`src/rtl/pwm3_pkg.sv`:
```
package pwm3_pkg;
  localparam int ADDR_W   = 3;
  localparam int REG_PER  = 0;
  localparam int REG_DUTY = 1;
  localparam int REG_CTL  = 4;
  localparam int REG_CMD  = 5;
  localparam int CTL_RUN  = 0;
  localparam int CTL_GEN  = 1;
  localparam int CTL_ARM  = 2;
  localparam int CTL_POL  = 4;
  localparam int CTL_PEN  = 8;
  localparam int CTL_SEL  = 12;
  localparam int CMD_CUTCLR  = 0;
  localparam int CMD_FLAGCLR = 1;
endpackage

```
`src/rtl/pwm3_regs.sv`:
```
module pwm3_regs
  import pwm3_pkg::*;
#(
  parameter int W   = 16,
  parameter int NCH = 3
) (
  input  logic                    clk,
  input  logic                    rst,
  input  logic                    wr_en,
  input  logic [ADDR_W-1:0]       wr_addr,
  input  logic [W-1:0]            wr_data,
  output logic [W-1:0]            period,
  output logic [NCH-1:0][W-1:0]   duty,
  output logic                    run,
  output logic                    glob_en,
  output logic                    cut_arm,
  output logic [NCH-1:0]          pol,
  output logic [NCH-1:0]          pin_en,
  output logic [NCH-1:0]          cut_sel,
  output logic                    clr_cut,
  output logic                    clr_flag
);
  logic [W-1:0] period_q;
  logic [W-1:0] ctl_q;

  always_ff @(posedge clk) begin
    if (rst) begin
      period_q <= '0;
      ctl_q    <= '0;
    end else if (wr_en) begin
      if (wr_addr == ADDR_W'(REG_PER)) period_q <= wr_data;
      if (wr_addr == ADDR_W'(REG_CTL)) ctl_q    <= wr_data;
    end
  end

  for (genvar i = 0; i < NCH; i++) begin : g_duty
    logic [W-1:0] duty_q;
    always_ff @(posedge clk) begin
      if (rst) duty_q <= '0;
      else if (wr_en && wr_addr == ADDR_W'(REG_DUTY + i)) duty_q <= wr_data;
    end
    assign duty[i] = duty_q;
  end

  assign period   = period_q;
  assign run      = ctl_q[CTL_RUN];
  assign glob_en  = ctl_q[CTL_GEN];
  assign cut_arm  = ctl_q[CTL_ARM];
  assign pol      = ctl_q[CTL_POL +: NCH];
  assign pin_en   = ctl_q[CTL_PEN +: NCH];
  assign cut_sel  = ctl_q[CTL_SEL +: NCH];
  assign clr_cut  = wr_en && wr_addr == ADDR_W'(REG_CMD) && wr_data[CMD_CUTCLR];
  assign clr_flag = wr_en && wr_addr == ADDR_W'(REG_CMD) && wr_data[CMD_FLAGCLR];
endmodule

```
`src/rtl/pwm3_timebase.sv`:
```
module pwm3_timebase #(
  parameter int W = 16
) (
  input  logic         clk,
  input  logic         rst,
  input  logic         run,
  input  logic [W-1:0] period,
  output logic [W-1:0] cnt,
  output logic         wrap,
  output logic         per_match
);
  logic [W-1:0] cnt_q;

  // A period lowered below the running count still wraps at once.
  assign wrap      = run && (cnt_q >= period);
  assign per_match = run && (cnt_q == period);

  always_ff @(posedge clk) begin
    if (rst || !run || wrap) cnt_q <= '0;
    else                     cnt_q <= cnt_q + 1'b1;
  end

  assign cnt = cnt_q;
endmodule

```
`src/rtl/pwm3_lane.sv`:
```
module pwm3_lane #(
  parameter int W = 16
) (
  input  logic         clk,
  input  logic         rst,
  input  logic         run,
  input  logic         wrap,
  input  logic [W-1:0] cnt,
  input  logic [W-1:0] period,
  input  logic [W-1:0] duty,
  input  logic         pol,
  output logic         level,
  output logic         duty_match
);
  logic act_q;
  logic act_nxt;
  logic level_q;

  assign duty_match = run && (cnt == duty);

  always_comb begin
    act_nxt = act_q;
    if (wrap)                                act_nxt = 1'b0;
    else if (duty_match && duty < period)    act_nxt = 1'b1;
  end

  always_ff @(posedge clk) begin
    if (rst || !run) begin
      act_q   <= 1'b0;
      level_q <= 1'b0;
    end else begin
      act_q   <= act_nxt;
      level_q <= act_nxt ? pol : ~pol;
    end
  end

  assign level = level_q;
endmodule

```
`src/rtl/pwm3_cutlatch.sv`:
```
module pwm3_cutlatch (
  input  logic clk,
  input  logic rst,
  input  logic cut_in,
  input  logic arm,
  input  logic clr,
  output logic hold,
  output logic hold_nxt
);
  logic hold_q;

  always_comb begin
    hold_nxt = hold_q;
    if (arm && cut_in)      hold_nxt = 1'b1;
    else if (clr && !cut_in) hold_nxt = 1'b0;
  end

  always_ff @(posedge clk) begin
    if (rst) hold_q <= 1'b0;
    else     hold_q <= hold_nxt;
  end

  assign hold = hold_q;
endmodule

```
`src/rtl/pwm3_cutoff.sv`:
```
module pwm3_cutoff
  import pwm3_pkg::*;
#(
  parameter int W   = 16,
  parameter int NCH = 3
) (
  input  logic              clk,
  input  logic              rst,
  input  logic              wr_en,
  input  logic [ADDR_W-1:0] wr_addr,
  input  logic [W-1:0]      wr_data,
  input  logic              cut_in,
  output logic [NCH-1:0]    pwm_out,
  output logic [NCH-1:0]    pwm_oe,
  output logic [NCH:0]      match_flag
);
  logic [W-1:0]          period;
  logic [NCH-1:0][W-1:0] duty;
  logic                  run, glob_en, cut_arm, clr_cut, clr_flag;
  logic [NCH-1:0]        pol, pin_en, cut_sel;
  logic [W-1:0]          cnt;
  logic                  wrap, per_match;
  logic [NCH-1:0]        lvl, dmatch;
  logic                  cut_hold, cut_hold_nxt;
  logic [NCH-1:0]        oe_q;
  logic [NCH:0]          flag_q;

  pwm3_regs #(.W(W), .NCH(NCH)) u_regs (
    .clk(clk), .rst(rst), .wr_en(wr_en), .wr_addr(wr_addr), .wr_data(wr_data),
    .period(period), .duty(duty), .run(run), .glob_en(glob_en),
    .cut_arm(cut_arm), .pol(pol), .pin_en(pin_en), .cut_sel(cut_sel),
    .clr_cut(clr_cut), .clr_flag(clr_flag)
  );

  pwm3_timebase #(.W(W)) u_tb (
    .clk(clk), .rst(rst), .run(run), .period(period),
    .cnt(cnt), .wrap(wrap), .per_match(per_match)
  );

  for (genvar i = 0; i < NCH; i++) begin : g_lane
    pwm3_lane #(.W(W)) u_lane (
      .clk(clk), .rst(rst), .run(run), .wrap(wrap), .cnt(cnt),
      .period(period), .duty(duty[i]), .pol(pol[i]),
      .level(lvl[i]), .duty_match(dmatch[i])
    );
  end

  pwm3_cutlatch u_cut (
    .clk(clk), .rst(rst), .cut_in(cut_in), .arm(cut_arm), .clr(clr_cut),
    .hold(cut_hold), .hold_nxt(cut_hold_nxt)
  );

  always_ff @(posedge clk) begin
    if (rst) begin
      oe_q   <= '0;
      flag_q <= '0;
    end else begin
      oe_q   <= {NCH{glob_en}} & pin_en & ~({NCH{cut_hold_nxt}} & cut_sel);
      flag_q <= (clr_flag ? '0 : flag_q) | {dmatch, per_match};
    end
  end

  assign pwm_out    = lvl;
  assign pwm_oe     = oe_q;
  assign match_flag = flag_q;
endmodule

```
`config.mk`:
```
export PLATFORM = sky130hd
export DESIGN_NAME = pwm3_cutoff
export DESIGN_NICKNAME = d
export VERILOG_FILES = /design/src/rtl/pwm3_pkg.sv /design/src/rtl/pwm3_regs.sv /design/src/rtl/pwm3_timebase.sv /design/src/rtl/pwm3_lane.sv /design/src/rtl/pwm3_cutlatch.sv /design/src/rtl/pwm3_cutoff.sv
export SDC_FILE = /design/constraint.sdc
export NUM_CORES = 1
export LEC_CHECK = 0
export ABC_CLOCK_PERIOD_IN_PS = 3300
export BUFFER_PORTS_ARGS = -buffer_cell sky130_fd_sc_hd__buf_2
export CAP_MARGIN = 15
export CELL_PAD_IN_SITES_DETAIL_PLACEMENT = 1
export CELL_PAD_IN_SITES_GLOBAL_PLACEMENT = 1
export CORE_AREA = 5 5 97 136
export CTS_CLUSTER_SIZE = 16
export DETAILED_ROUTE_END_ITERATION = 8
export DIE_AREA = 0 0 102 141
export PLACE_DENSITY = 0.83
export RECOVER_POWER = 50
export REMOVE_ABC_BUFFERS = 1
export SLEW_MARGIN = 10
export SYNTH_ARGS = -nofsm -noshare
export SYNTH_HDL_FRONTEND = slang
export SYNTH_SLANG_ARGS = --single-unit
```
`constraint.sdc`:
```
create_clock -name clk -period 3.3 [get_ports clk]
set_input_delay 0.165 -clock clk [delete_from_list [all_inputs] [get_ports clk]]
set_output_delay 0.165 -clock clk [all_outputs]
set_load 0.05 [all_outputs]
```
==> impl_metrics.ini, run 1 <==
[die]
die_area_mm2 = 0.01438
fp.dieH_um = 141
die_w_um = 102
start_util_pct = 48.23
row_count = 48
io_pins = 33
core_area_mm2 = 0.01195

[global_routing]
grt_pass1_wl_mm = 29.73
grt_pass1_vias = 5451
grt_max_degree = 50
antenna_found_initial = 0
track_usage_pct = 27.69
overflow = 0

[hold_path]
hp-class = in -> reg
min_path_cells = 3
holdPathEnd = u_regs.g_duty[0].duty_q[7]$_SDFFE_PP0P_
min_from = wr_data[7]

[power_and_ir_drop]
pwr-share-clk_pct = 40.9
pwr-share-comb_pct = 9.7
p_switching_uw = 693.5
pwr_density_cell_mw_per_mm2 = 430.5
power_frac_seq_pct = 49.3
ir_drop_v = 0.0002671
intPower_mw = 1.984
swShare_pct = 25.90
power.total_mw = 2.678
power.leakage_nw = 2.489

[worst_setup_path]
worstSetupEndpointType = register
critPathMaxFanout = 6
cp_data_required_time_ns = 3.57
r2r_end = g_lane[0].u_lane.level$_SDFF_PP0_
worstPathArrival_ns = 3.11
startpoint = u_tb.cnt[14]$_SDFF_PP0_
rr_startpoint = u_tb.cnt[14]$_SDFF_PP0_
r2r_slack_ns = 0.46
start_kind = register
path_class = reg -> reg
ff2ff_path_depth = 8

[sta]
relSlewSlack_pct = 14.55
fin_worst_skew_ns = 0.004906
finalMaxSlewViolations = 0
final-setup-viol-count = 0
fin_crit_ns = 2.845
max_freq_ghz = 0.3515
min_period_over_period_pct = 86.20
tightestPinTransition_ns = 1.281
grt_setup_unrepaired = false
hold_viol = 0
finalWorstSetupSlack_ns = 0.4553
setup_tns_ns = 0

[clock_tree]
cts-resized-gates = 0
clockRootBuffer = clkbuf_16
clkSlewWorstSetupHoldPaths_ns = 0.07
cts_num_sinks = 106
holdBufCountCts = 0
ctsHtreeMaxLevel = 3
clk_latency_ns = 0.35
post_cts_buffers = 0
numCtsBuffers = 9
cts_tree = built
cts_buffer_depth = 2

[synth]
synthTopCellsByCount = nand2_1 (176), dfxtp_1 (106), a21oi_1 (102), ha_1 (62), xor2_1 (38)
synthTopCellsByArea = dfxtp_1 (37%), ha_1 (13%), nand2_1 (11%), a21oi_1 (8.9%), xor2_1 (5.8%)
synthMostInstantiatedCell = nand2_1
synthDistinctLibCells = 40
avgSynthCellArea_um2 = 8.028
synth.largest_area_cell = dfxtp_1
async_flop_share_pct = 0
synth_warnings = 0
yosysSeqAreaShare_pct = 36.81
synthCells = 718
synth_top_cell_area_share_pct = 36.81
netlist_area_mm2 = 0.005764
synth-seq-cells = 106
synth_flop_cell = dfxtp_1
synth-edff-count = 0

[detailed_routing]
viasPerCell = 5.772
avgRoutedWirePerCell_um = 21.70
vias = 5062
drt-pass1-iter-count = 4
antenna_left = 0
drcViolationCount = 0
routed_wl_mm = 19.03
drt-initial-drc-count = 176

[cells_and_area]
nets = 807
fillers = 1483
syn_to_final_growth_pct = 7.923
drive_above_1_share_pct = 6.190
n_antenna_cell = 0
final_area_mm2 = 0.006221

[status]
status = finished, final reports clean

[placement]
dp_worst_setup_slack_ns = 0.4770
port_buffers = 32
dp.final_hpwl_mm = 14.72
gp_congestion = 1.004
placed_area_mm2 = 0.005939

[run]
maxCapViolations = 0
==> logic make-up (layout without fill, tap and decap cells) <==
logic type | Yosys count | after routing | share of synthesized area [%]
flip-flops | 106 | 106 | 36.81
adder cells (fa/ha/maj) | 62 | 62 | 13.46
AO/OA/AOI/OAI | 138 | 138 | 13.18
buffers and inverters | 63 | 72 | 4.797
AND/OR/NAND/NOR | 287 | 287 | 22.34
XOR/XNOR | 62 | 62 | 9.420
==> state kept, by name (all words and copies together), names as in the netlist <==
signal and cells:
u_regs.g_duty.duty_q 48, u_regs.period 16, u_tb.cnt 16, u_regs.ctl_q 12, match_flag 4, g_lane.u_lane.act_q 3
g_lane.u_lane.level 3, pwm_oe 3, u_cut.hold 1
==> metrics by stage <==
stage,hold slack (ns),util (%),cells
3_5_place_dp,0.4246,49.70,861
3_3_place_gp,0.4257,49.70,861
4_1_cts,0.07771,52.18,877
6_report,0.08468,52.05,877
5_1_grt,0.08794,52.05,877
2_1_floorplan,0.2341,-,676
==> critical path, stage by stage (launching register included) <==
cell and delay (ns):
dfxtp_1 0.41, ha_1 0.38, nand4_2 0.18, nor4_1 0.62
a21boi_2 0.30, nor4_2 0.07, o21ai_1 0.49, nor3_1 0.10
nor3_1 0.20
==> layout by cell type (no fill, tap or decap), types with 4 or more instances in the layout <==
master	synthesis	final
nand2_1	176	176
dfxtp_1	106	106
a21oi_1	102	102
ha_1	62	62
xor2_1	38	38
nor2_1	30	29
xnor2_1	24	24
inv_1	21	21
buf_2	8	20
nand3_1	18	18
nand4_1	15	15
clkbuf_1	28	14
nor3_1	12	12
o21ai_0	10	10
nor4_1	9	9
clkbuf_16	0	9
o21a_1	5	5
a21o_1	5	5
and3_1	5	5
nor2b_1	4	4
and4_1	4	4
a211oi_1	4	4
==> worst max-delay path by stage <==
stage,slack (ns),endpoint,depth (start not counted)
after floorplan,1.18,g_lane[0].u_lane.level$_SDFF_PP0_,8
after global placement,0.62,g_lane[0].u_lane.level$_SDFF_PP0_,8
after detailed placement,0.48,g_lane[0].u_lane.level$_SDFF_PP0_,8
after CTS,0.46,g_lane[0].u_lane.level$_SDFF_PP0_,8
after global routing,0.29,g_lane[1].u_lane.level$_SDFF_PP0_,8
final,0.46,g_lane[0].u_lane.level$_SDFF_PP0_,8
==> area by class of cell <==
class	count	area [um^2]	share of cell area [%]
clock buffer	11	232.7	3.741
clock inverter	5	63.81	1.026
inverter	21	78.83	1.267
multi-input combinational	549	3368	54.14
sequential	106	2122	34.11
tap	150	187.7	3.017
timing repair buffer	35	167.7	2.695
==> power groups by stage <==
| stage | Sequential [mW] | Clock, mW | Combinational [mW] |
|---|---|---|---|
| 2_1_floorplan | 1.35 | 0 | 0.139 |
| 3_3_place_gp | 1.35 | 0 | 0.249 |
| 3_5_place_dp | 1.35 | 0 | 0.259 |
| 4_1_cts | 1.32 | 1.11 | 0.260 |
| 5_1_grt | 1.32 | 1.16 | 0.285 |
| 6_report | 1.32 | 1.10 | 0.260 |
==> layer usage <==
layer  vias to the layer above  GRT usage, %  part of all wire, %
met2                       105         49.30                   53
li1                       2447             -                    -
met5                         -             0                    0
met1                      2466         32.73                   40
met4                         0         12.16                  3.8
met3                        44         3.218                  3.5
Power figures use the tool's default switching activity.
==> run 2, diff against run 1 <==
--- a/config.mk
+++ b/config.mk
@@ -9,11 +9,11 @@
 export BUFFER_PORTS_ARGS = -buffer_cell sky130_fd_sc_hd__buf_2
 export CAP_MARGIN = 15
 export CELL_PAD_IN_SITES_DETAIL_PLACEMENT = 1
-export CELL_PAD_IN_SITES_GLOBAL_PLACEMENT = 1
-export CORE_AREA = 5 5 97 136
+export CELL_PAD_IN_SITES_GLOBAL_PLACEMENT = 2
+export CORE_AREA = 5 5 108 151
 export CTS_CLUSTER_SIZE = 16
 export DETAILED_ROUTE_END_ITERATION = 8
-export DIE_AREA = 0 0 102 141
+export DIE_AREA = 0 0 113 156
 export PLACE_DENSITY = 0.83
 export RECOVER_POWER = 50
 export REMOVE_ABC_BUFFERS = 1
==> run 2 against run 1 <==
Net effect:
- the run now ends with capacitance limit, slew limit left
- hold slack lost 0.0052 ns
- die area increased by 23%
- clock power is 6% higher
- critical path type unchanged
- largest power group unchanged
==> impl_metrics.ini, run 2 (synthesis results as in run 1) <==
[die]
row_count = 53
core_area_mm2 = 0.01479
io_pins = 33
die_w_um = 113
die_area_mm2 = 0.01763
start_util_pct = 38.98
fp.dieH_um = 156

[placement]
port_buffers = 32
dp.final_hpwl_mm = 14.72
placed_area_mm2 = 0.005997
dp_worst_setup_slack_ns = 0.5535
gp_congestion = 0.8755
dp.cells = 904

[clock_tree]
cts_num_sinks = 106
numCtsBuffers = 9
holdBufCountCts = 0
cts-resized-gates = 0
clk_latency_ns = 0.36
ctsHtreeMaxLevel = 3
clockRootBuffer = clkbuf_16
clkSlewWorstSetupHoldPaths_ns = 0.07
cts_buffer_depth = 2
post_cts_buffers = 0
cts_tree = built

[cells_and_area]
regMostFlops = u_regs.g_duty.duty_q
largest_register_ff_count = 48
nets = 808
mostFrequentLayoutCells = nand2_1 (176), dfxtp_1 (106), a21oi_1 (102), ha_1 (62), xor2_1 (38)
final_cells = 919
drive_above_1_share_pct = 5.640
final_area_mm2 = 0.006297
syn_to_final_growth_pct = 9.247
layout_commonest_cell = nand2_1
final_core_util_pct = 42.58
n_antenna_cell = 0

[sta]
tightestPinTransition_ns = 2.210
min_period_over_period_pct = 85.23
finalMaxSlewViolations = 49
final-setup-viol-count = 0
relSlewSlack_pct = -47.36
grt_setup_unrepaired = false
finalWorstSetupSlack_ns = 0.4873
fin_worst_skew_ns = 0.009189
hold_viol = 0
fin_crit_ns = 2.813
setup_tns_ns = 0
max_freq_ghz = 0.3555

[worst_setup_path]
start_kind = register
critPathMaxFanout = 6
ff2ff_path_depth = 8
worstPathArrival_ns = 3.08
worstSetupEndpointType = register
cp_data_required_time_ns = 3.57
path_class = reg -> reg

[global_routing]
antenna_found_initial = 0
grt_max_degree = 49
track_usage_pct = 21.66
overflow = 0
grt_pass1_wl_mm = 29.05
grt_pass1_vias = 5320

[detailed_routing]
antenna_left = 0
avgRoutedWirePerCell_um = 20.25
vias = 4975
viasPerCell = 5.413
drcViolationCount = 0
drt-initial-drc-count = 189
routed_wl_mm = 18.61
drt-pass1-iter-count = 4

[hold_path]
min_path_cells = 3
hp-class = in -> reg

[power_and_ir_drop]
intPower_mw = 2.093
swShare_pct = 24.01
pwr_density_cell_mw_per_mm2 = 437.3
power.leakage_nw = 2.509
pwr-share-clk_pct = 42.6
power_frac_seq_pct = 48.0
ir_drop_v = 0.0003726
p_switching_uw = 661.2
pwr-share-comb_pct = 9.5

[status]
status = complete, but fails checks
violations = capacitance limit, slew limit

[run]
maxCapViolations = 1
run 2: cell types whose count changed in the layout (fill, tap and decap cells not counted):
cell and change:
clkinvlp_4 -3, clkbuf_1 +2, bufinv_16 +1, nor2_2 -1
or2_2 -1, inv_8 -1, buf_2 -1, nor2_1 +1
or2_0 +1, clkbuf_8 +2
run 2: worst paths after layout:
kind,start,endpoint,slack [ns]
setup / recovery,u_tb.cnt[13]$_SDFF_PP0_,g_lane[0].u_lane.level$_SDFF_PP0_,0.49
hold / removal,wr_data[7],u_regs.g_duty[1].duty_q[7]$_SDFFE_PP0P_,0.08
hold reg to reg,u_regs.ctl_q[9]$_SDFFE_PP0P_,pwm_oe[1]$_SDFF_PP0_,0.45
setup reg to reg,u_tb.cnt[13]$_SDFF_PP0_,g_lane[0].u_lane.level$_SDFF_PP0_,0.49
run 2: cell type report:
| type | instances | area [um^2] |
|---|---|---|
| repair buffers | 36 | 170.2 |
| well taps | 192 | 240.2 |
| inverters | 21 | 78.83 |
| clock buffers | 13 | 260.3 |
| clock inverters | 2 | 60.06 |
| fillers | 1823 | 8491 |
| flip-flops and latches | 106 | 2122 |
| multi-input cells | 549 | 3366 |
run 2: metrics by stage:
stage	hold slack (ns)	total power [mW]
after floorplan	0.2341	1.487
final	0.07951	2.754
after CTS	0.06448	2.793
after global placement	0.4252	1.604
after detailed placement	0.4375	1.612
after global routing	0.07593	2.864
run 2: routing by layer:
| layer | up-vias | GRT usage (%) | wire, um |
|---|---|---|---|
| met4 | 0 | 10.88 | 787 |
| met5 | - | 0 | 0 |
| met3 | 40 | 2.872 | 473 |
| met2 | 83 | 39.18 | 9530 |
| li1 | 2454 | - | - |
| met1 | 2398 | 24.77 | 7817 |
run 2: worst max-delay path: stages (launching register included):
cell      delay [ns]
dfxtp_1         0.41
ha_1            0.38
nand4_2         0.18
nor4_1          0.56
a21boi_2        0.30
nor4_2          0.08
o21ai_1         0.50
nor3_1          0.10
nor3_1          0.21
run 2: power by group through the flow:
stage	clock, mW	sequential, mW	combinational (mW)
3_3_place_gp	0	1.35	0.254
6_report	1.17	1.32	0.260
3_5_place_dp	0	1.35	0.261
2_1_floorplan	0	1.35	0.139
4_1_cts	1.21	1.32	0.263
5_1_grt	1.26	1.32	0.286
